$ cat config.mk
export PLATFORM = sky130hd
export DESIGN_NAME = ppoll_regblk
export DESIGN_NICKNAME = d
export VERILOG_FILES = /design/src/rtl/ppoll_pkg.sv /design/src/rtl/ppoll_ctrl.sv /design/src/rtl/ppoll_dpath.sv /design/src/rtl/ppoll_regblk.sv
export SDC_FILE = /design/constraint.sdc
export NUM_CORES = 1
export LEC_CHECK = 0
export ABC_AREA = 0
export ABC_CLOCK_PERIOD_IN_PS = 1550
export BUFFER_PORTS_ARGS = -buffer_cell sky130_fd_sc_hd__buf_4
export CAP_MARGIN = 20
export CORE_MARGIN = 3
export CORE_UTILIZATION = 40
export CTS_BUF_LIST = sky130_fd_sc_hd__clkbuf_8
export CTS_CLUSTER_SIZE = 14
export DETAILED_ROUTE_END_ITERATION = 10
export PLACE_DENSITY_LB_ADDON = 0.3
export SLEW_MARGIN = 30
export SYNTH_ARGS = -nofsm -noshare
export SYNTH_HDL_FRONTEND = slang
export SYNTH_SLANG_ARGS = --single-unit
$ cat constraint.sdc
create_clock -name clk -period 1.55 [get_ports clk]
set_input_delay 0.31 -clock clk [delete_from_list [all_inputs] [get_ports clk]]
set_output_delay 0.31 -clock clk [all_outputs]
set_load 0.02 [all_outputs]
$ cat src/rtl/ppoll_pkg.sv
package ppoll_pkg;
  localparam int ADDR_W = 5;
  localparam int DATA_W = 8;

  localparam logic [ADDR_W-1:0] OFF_HIDDEN = 5'h01;
  localparam logic [ADDR_W-1:0] OFF_STAT   = 5'h03;
  localparam logic [ADDR_W-1:0] OFF_AUX    = 5'h05;
  localparam logic [ADDR_W-1:0] OFF_POLL   = 5'h07;
  localparam logic [ADDR_W-1:0] OFF_MASK   = 5'h09;

  localparam int BIT_EN  = 7;
  localparam int BIT_REQ = 6;

  typedef struct packed {
    logic wrStat;
    logic wrPoll;
    logic wrMask;
    logic wrHidden;
  } strobes_t;
endpackage

$ cat src/rtl/ppoll_ctrl.sv
module ppoll_ctrl
  import ppoll_pkg::*;
(
  input  logic              clk,
  input  logic              rst,
  input  logic              hiddenSel,
  input  logic [ADDR_W-1:0] addr,
  input  logic              wrEn,
  input  logic [DATA_W-1:0] wrData,
  input  logic              hit,
  output strobes_t          st,
  output logic              pollEn,
  output logic              pollReq
);
  always_comb begin
    st.wrStat   = wrEn && !hiddenSel && (addr == OFF_STAT);
    st.wrPoll   = wrEn && !hiddenSel && (addr == OFF_POLL);
    st.wrMask   = wrEn && !hiddenSel && (addr == OFF_MASK);
    st.wrHidden = wrEn &&  hiddenSel && (addr == OFF_HIDDEN);
  end

  always_ff @(posedge clk) begin
    if (rst) begin
      pollEn  <= 1'b0;
      pollReq <= 1'b0;
    end else if (pollEn && hit) begin
      pollEn  <= 1'b0;
      pollReq <= 1'b1;
    end else if (st.wrPoll) begin
      pollEn <= wrData[BIT_EN];
      if (!wrData[BIT_REQ]) pollReq <= 1'b0;
    end
  end


  match_ends_poll_chk: assert property (@(posedge clk) disable iff (rst)
    (pollEn && hit) |=> (pollReq && !pollEn));


  req_rise_src_chk: assert property (@(posedge clk) disable iff (rst)
    $rose(pollReq) |-> $past(pollEn && hit));


  req_fall_src_chk: assert property (@(posedge clk) disable iff (rst)
    $fell(pollReq) |-> ($past(rst) || $past(st.wrPoll && !wrData[BIT_REQ])));
endmodule

$ cat src/rtl/ppoll_dpath.sv
module ppoll_dpath
  import ppoll_pkg::*;
(
  input  logic              clk,
  input  logic              rst,
  input  logic              porRstN,
  input  strobes_t          st,
  input  logic              hiddenSel,
  input  logic [ADDR_W-1:0] addr,
  input  logic [DATA_W-1:0] wrData,
  input  logic [DATA_W-1:0] pollResp,
  input  logic              ctlIrq,
  input  logic              ctlNotActive,
  input  logic              kbdNmi,
  input  logic              pollEn,
  input  logic              pollReq,
  output logic              hit,
  output logic [DATA_W-1:0] rdData,
  output logic              dmaEn,
  output logic              sysBit
);
  logic [DATA_W-1:0] maskReg;

  always_ff @(posedge clk) begin
    if (rst) begin
      maskReg <= '0;
      dmaEn   <= 1'b0;
    end else begin
      if (st.wrMask) maskReg <= wrData;
      if (st.wrStat) dmaEn   <= wrData[0];
    end
  end

  always_ff @(posedge clk) begin
    if (!porRstN)         sysBit <= 1'b1;
    else if (st.wrHidden) sysBit <= wrData[0];
  end

  assign hit = |(pollResp & maskReg);

  always_comb begin
    rdData = '0;
    if (hiddenSel) begin
      if (addr == OFF_HIDDEN) rdData[0] = sysBit;
    end else begin
      case (addr)
        OFF_STAT: begin
          rdData[7] = ctlIrq;
          rdData[0] = dmaEn;
        end
        OFF_AUX: begin
          rdData[7] = sysBit;
          rdData[6] = ctlNotActive;
          rdData[0] = kbdNmi;
        end
        OFF_POLL: begin
          rdData[BIT_EN]  = pollEn;
          rdData[BIT_REQ] = pollReq;
        end
        OFF_MASK: rdData = maskReg;
        default:  rdData = '0;
      endcase
    end
  end


  sys_por_chk: assert property (@(posedge clk) !porRstN |=> sysBit);


  sys_fall_chk: assert property (@(posedge clk) disable iff (!porRstN)
    $fell(sysBit) |-> $past(st.wrHidden));


  dma_change_chk: assert property (@(posedge clk) disable iff (rst)
    !$stable(dmaEn) |-> ($past(st.wrStat) || $past(rst)));
endmodule

$ cat src/rtl/ppoll_regblk.sv
module ppoll_regblk
  import ppoll_pkg::*;
(
  input  logic              clk,
  input  logic              porRstN,
  input  logic              rstN,
  input  logic              hiddenSel,
  input  logic [ADDR_W-1:0] addr,
  input  logic              wrEn,
  input  logic [DATA_W-1:0] wrData,
  output logic [DATA_W-1:0] rdData,
  input  logic [DATA_W-1:0] pollResp,
  input  logic              ctlIrq,
  input  logic              ctlNotActive,
  input  logic              kbdNmi,
  output logic              dmaEn,
  output logic              pollIrq,
  output logic              sysCtl
);
  logic     rst;
  logic     hit;
  logic     pollEn;
  logic     pollReq;
  strobes_t st;

  assign rst = !rstN || !porRstN;

  ppoll_ctrl ctrl_i (
    .clk(clk), .rst(rst), .hiddenSel(hiddenSel), .addr(addr), .wrEn(wrEn),
    .wrData(wrData), .hit(hit), .st(st), .pollEn(pollEn), .pollReq(pollReq)
  );

  ppoll_dpath dpath_i (
    .clk(clk), .rst(rst), .porRstN(porRstN), .st(st), .hiddenSel(hiddenSel),
    .addr(addr), .wrData(wrData), .pollResp(pollResp), .ctlIrq(ctlIrq),
    .ctlNotActive(ctlNotActive), .kbdNmi(kbdNmi), .pollEn(pollEn),
    .pollReq(pollReq), .hit(hit), .rdData(rdData), .dmaEn(dmaEn), .sysBit(sysCtl)
  );

  assign pollIrq = pollReq;


  irq_tracks_req_chk: assert property (@(posedge clk) disable iff (rst)
    pollIrq == rdData[BIT_REQ] || hiddenSel || addr != OFF_POLL);
endmodule

# After elaboration in Yosys (flattened, before gate mapping)
# Cells that the tools add are included.
[op_classes]
eq_ne = 6
muxes = 10
bitwise = 1
n_reduce_logical = 15
[ops]
columns = ["op", "count"]
rows = [
  ["5-bit by 3-bit == test with 1-bit output (second input constant)", 2],
  ["8-bit bitwise AND", 1],
  ["8-bit OR reduction", 1],
  ["1-bit logical AND", 7],
  ["7-bit 2-to-1 mux", 1],
  ["1-bit case mux with 3 select lines", 2],
  ["5-bit by 1-bit == test with 1-bit output (second input constant)", 1],
  ["5-bit by 2-bit == test with 1-bit output (second input constant)", 1],
  ["5-bit by 4-bit == test with 1-bit output (second input constant)", 1],
  ["1-bit 2-to-1 mux", 5],
  ["5-bit 2-to-1 mux", 1],
  ["1-bit case mux with 4 select lines", 1],
  ["1-bit zero test", 3],
  ["2-bit by 1-bit != test with 1-bit output (second input constant)", 1],
  ["2-bit AND reduction", 1],
  ["2-bit nonzero test", 1],
  ["2-bit OR reduction", 1],
  ["1-bit logical OR", 1],
]
[totals]
regBits = 12
input_bits = 29
out_inout_bits = 11
word_cells = 37

# Longest topological paths before layout
[depth]
ltp_word = 5
mapped_depth = 5
ltp_nobuf = 4

# Hierarchy
# Synthesis repeated with hierarchy kept, for this count alone.
[hier_totals]
cells_unflattened = 77
hier_area_um2 = 739.5
[modules_own_cells]
columns = ["module", "instances", "cells_per_inst", "area_each_um2", "seq_area_each_um2"]
rows = [
  ["ppoll_dpath", 1, 59, 571.8, 200.2],
  ["ppoll_ctrl", 1, 17, 163.9, 40.0],
  ["ppoll_regblk", 1, 1, 3.8, 0.0],
]

# Worst setup path after synthesis
# No wires, ideal clock.
[synth_path]
path_kind = "input-to-output"
startpoint = "input addr[1]"
endpoint = "output rdData[0]"
arrival_ns = 1.274
required_time_ns = 1.240
setup_slack_ns = -0.034
stages = 5
n_path_buf = 1
path_cell_list = "buf_4 -> nand3b_1 -> a21oi_1 -> a31oi_1 -> o21ai_0"
[synth_between]
elab_chain_len = 3
word_cells_on_any_way = 7
classes_between = "4 x eq/ne; 3 x mux"
[synth_lines]
columns = ["item", "line", "rtl"]
rows = [
  ["start, declared", "ppoll_regblk.sv:8", "input logic [ADDR_W-1:0] addr,"],
  ["5-bit by 4-bit == test with 1-bit output, or another cell as far along", "ppoll_dpath.sv:46", "case (addr)"],
  ["1-bit case mux with 3 select lines / 1-bit 2-to-1 mux (equally long branches)", "ppoll_dpath.sv:46, ppoll_dpath.sv:44", ""],
  ["1-bit 2-to-1 mux (*)", "ppoll_dpath.sv:43", "if (hiddenSel) begin"],
  ["end, declared", "ppoll_regblk.sv:11", "output logic [DATA_W-1:0] rdData,"],
]
# Mark *: on every way between the ends. The rest lies on a longest branch, timed or not.

# Worst setup path after layout
[layout_path]
startpoint = "register ctrl_i.pollEn"
endpoint = "output rdData[7]"
[layout_between]
elab_chain_len = 2
[layout_lines]
columns = ["item", "line", "rtl"]
rows = [
  ["start, declared", "ppoll_ctrl.sv:12", "output logic pollEn,"],
  ["start signal, assigned", "ppoll_ctrl.sv:30", "pollEn <= wrData[BIT_EN];"],
  ["1-bit case mux with 4 select lines", "ppoll_dpath.sv:46", ""],
  ["7-bit 2-to-1 mux", "ppoll_dpath.sv:43", ""],
]
# Every way passes these cells.

==> flow_summary.yaml <==
global_routing:
  grt_max_degree: 12
  grt_pass1_wl_um: 3040
  antenna_found_initial: 0
  grt_pass1_vias: 762
  grt_overflow: 0
  grtUsageTotal_pct: 18.8
synthesis:
  ys_types: 22
  synth_top_cell_by_area: "dfxtp_1"
  synthFlopType: "dfxtp_1"
  async_flop_share_pct: 0
  netlist_top_cells_area: "dfxtp_1, mux2i_1, nor2_1"
  ys_seq_area_share_pct: 33.9
  synth_area_um2: 708
  syn_inst: 77
  ys_ff_latch: 12
  synth_top_area_share_pct: 33.9
  synth_common_cells: "nor2_1, dfxtp_1, mux2i_1"
  yosysMostFrequentCell: "nor2_1"
  synth_warnings: 0
  syn_avg_cell_area_um2: 9.20
  synth-edff-count: 0
  synth_nets: 106
sta:
  fmax_mhz: 648
  worst_pin_slew_ns: 0.337
  max-slew-margin-rel_pct: 77.5
  period_share_pct: 99.5
  holdWs_ns: 0.243
  finalSetupViolations: 0
  post-route-min-period_ns: 1.54
  skew_ns: 0.00388
  rsz0062_at_grt: "true"
  hold_viol: 0
  maxSlewViolCount: 0
cts:
  cts_tree: "done"
  htree_num_levels: 1
  cts-root-buf: "clkbuf_8"
  clk_pin_slew_ns: 0.05
  insertion_delay_ns: 0.24
  clockBufferDepth: 2
  cts_sinks: 12
  postCtsHoldBufs: 0
  numCtsBuffers: 3
placement:
  place.gp.congestion: 0.853
  hpwl_um: 1640
  io_buffer_count: 39
  place_area_mm2: 0.00103
floorplan:
  die_x_um: 48.1
  rows: 14
  die-height_um: 48.1
  dieArea_mm2: 0.00231
  initial_core_util_pct: 44.9
  core_mm2: 0.00158
  ioPinCount: 40
setup_path:
  worstPathArrival_ns: 1.23
  critPathMaxStageDelay_ns: 0.33
  cp_cell_sequence: "mux2i_1 > mux2_4 > a2bb2oi_2 > nor2_2 > buf_6"
  cp_max_fo: 2
  critPathTopFamily: "flip-flops"
  path_buf_inv: 1
  slowest_stage: "dfxtp_2"
  required_ns: 1.24
  worstSetupPathType: "reg2out"
  critical_path.endpoint_type: "primary output"
  cp-start-kind: "flip-flop"
power:
  power_leakage_nw: 0.574
  switching_share_pct: 21.7
  comb_power_share_pct: 15.8
  seq_power_share_pct: 40.0
  power.share.clock_pct: 44.2
  p_per_area_mw_per_mm2: 680
  p_int_mw: 0.606
  vdd_drop_max_mv: 0.776
  p_sw_mw: 0.167
finish:
  antenna_cells: 0
  drive_gt1_share_pct: 54.0
  syn_to_final_growth_pct: 60.4
  nets: 154
  finish.instance_area_mm2: 0.00114
routing:
  final_antenna_net_count: 0
  drc: 0
  first_pass_iters: 4
  wirelength_um: 2160
  drt-initial-drc-count: 12
  dr_total_vias: 784
  avgRoutedWirePerCell_um: 15.4
  vias_per_cell: 5.60
outcome:
  status: "finished clean"
flow_run:
  drv_cap: 0
hold_path:
  hold_path_class: "in2reg"
[placed cells by master (no fill, tap or decap)]
| cell | instances |
|---|---|
| buf_4 | 44 |
| nor2_1 | 12 |
| mux2i_1 | 12 |
| dfxtp_1 | 8 |
| and3_2 | 5 |
| nand4_1 | 5 |
| nand2_1 | 4 |
| a22oi_1 | 4 |
| clkbuf_8 | 4 |
| dfxtp_2 | 4 |
| nor2b_1 | 2 |
| nor3b_4 | 2 |
| nand3b_1 | 2 |
| a21oi_1 | 2 |
| nand2b_1 | 1 |
| mux2_2 | 1 |
| a22oi_2 | 1 |
| mux2_4 | 1 |
| a2bb2oi_2 | 1 |
| nor2_2 | 1 |
| inv_1 | 1 |
| a31oi_1 | 1 |
| and2b_2 | 1 |
| o21ai_1 | 1 |
| nand3_4 | 1 |
| o21ai_0 | 1 |
| nor3b_1 | 1 |
| buf_6 | 1 |
[cells by family after synthesis]
logic type | Yosys count | share of synthesized area (%)
simple gates | 37 | 33.6
mux | 14 | 20.1
flops | 12 | 33.9
compound gates | 11 | 10.2
buf+inv | 3 | 2.12
[sequential cells by signal, indices dropped and copies added (netlist names)]
register         flops
ctrl_i.pollEn        1
ctrl_i.pollReq       1
dpath_i.dmaEn        1
dpath_i.maskReg      8
dpath_i.sysBit       1
[final cells by class]
type                    instances  area, µm²
multi-input cells              62        470
fillers                       125        440
repair buffers                 45        342
flip-flops and latches         12        245
clock buffers                   4       55.1
well taps                      16       20.0
inverters                       1       3.75
[metal layers]
layer | global-route usage, % | wire, µm | vias to the layer above
met5 | 0 | 0 | -
met4 | 8.06 | 31 | 0
met3 | 3.38 | 93 | 4
met2 | 35.9 | 1170 | 29
met1 | 19.5 | 863 | 373
li1 | - | - | 378
[power by group through the flow]
stage               logic [mW]  registers (mW)  clock network, mW
floorplan               0.0403           0.316                  0
global placement         0.111           0.316                  0
detailed placement       0.113           0.316                  0
CTS                      0.118           0.310              0.341
global route             0.130           0.309              0.355
finish                   0.122           0.309              0.342
[path summary, 6_finish.rpt]
kind                         end                from  slack (ns)  cells after the start
setup / recovery       rdData[7]       ctrl_i.pollEn       0.008                      5
hold / removal    dpath_i.sysBit             porRstN        0.24                      2
setup reg to reg   ctrl_i.pollEn  dpath_i.maskReg[6]        0.54                      4
hold reg to reg   ctrl_i.pollReq      ctrl_i.pollReq        0.51                      2
[repair_timing]
action | in CTS | in global routing
gates resized for setup | 5 | 3
setup buffers | 1 | 2
endpoints found under the setup margin | 1 | 7
pin swaps | 1 | 4
gates cloned | 0 | 0
[through the flow]
stage	total power, mW	utilization [%]	setup WS [ns]	setup TNS (ns)	std cells
after global placement	0.427	65.6	0.0396	0	133
after floorplan	0.356	-	0.0501	0	77
after CTS	0.769	70.6	-0.0281	-0.0319	138
after detailed placement	0.430	65.6	0.00935	0	133
final	0.773	72.1	0.00766	0	140
after global routing	0.794	72.1	-0.0260	-0.0581	140
(Power assumes the default switching activity.)
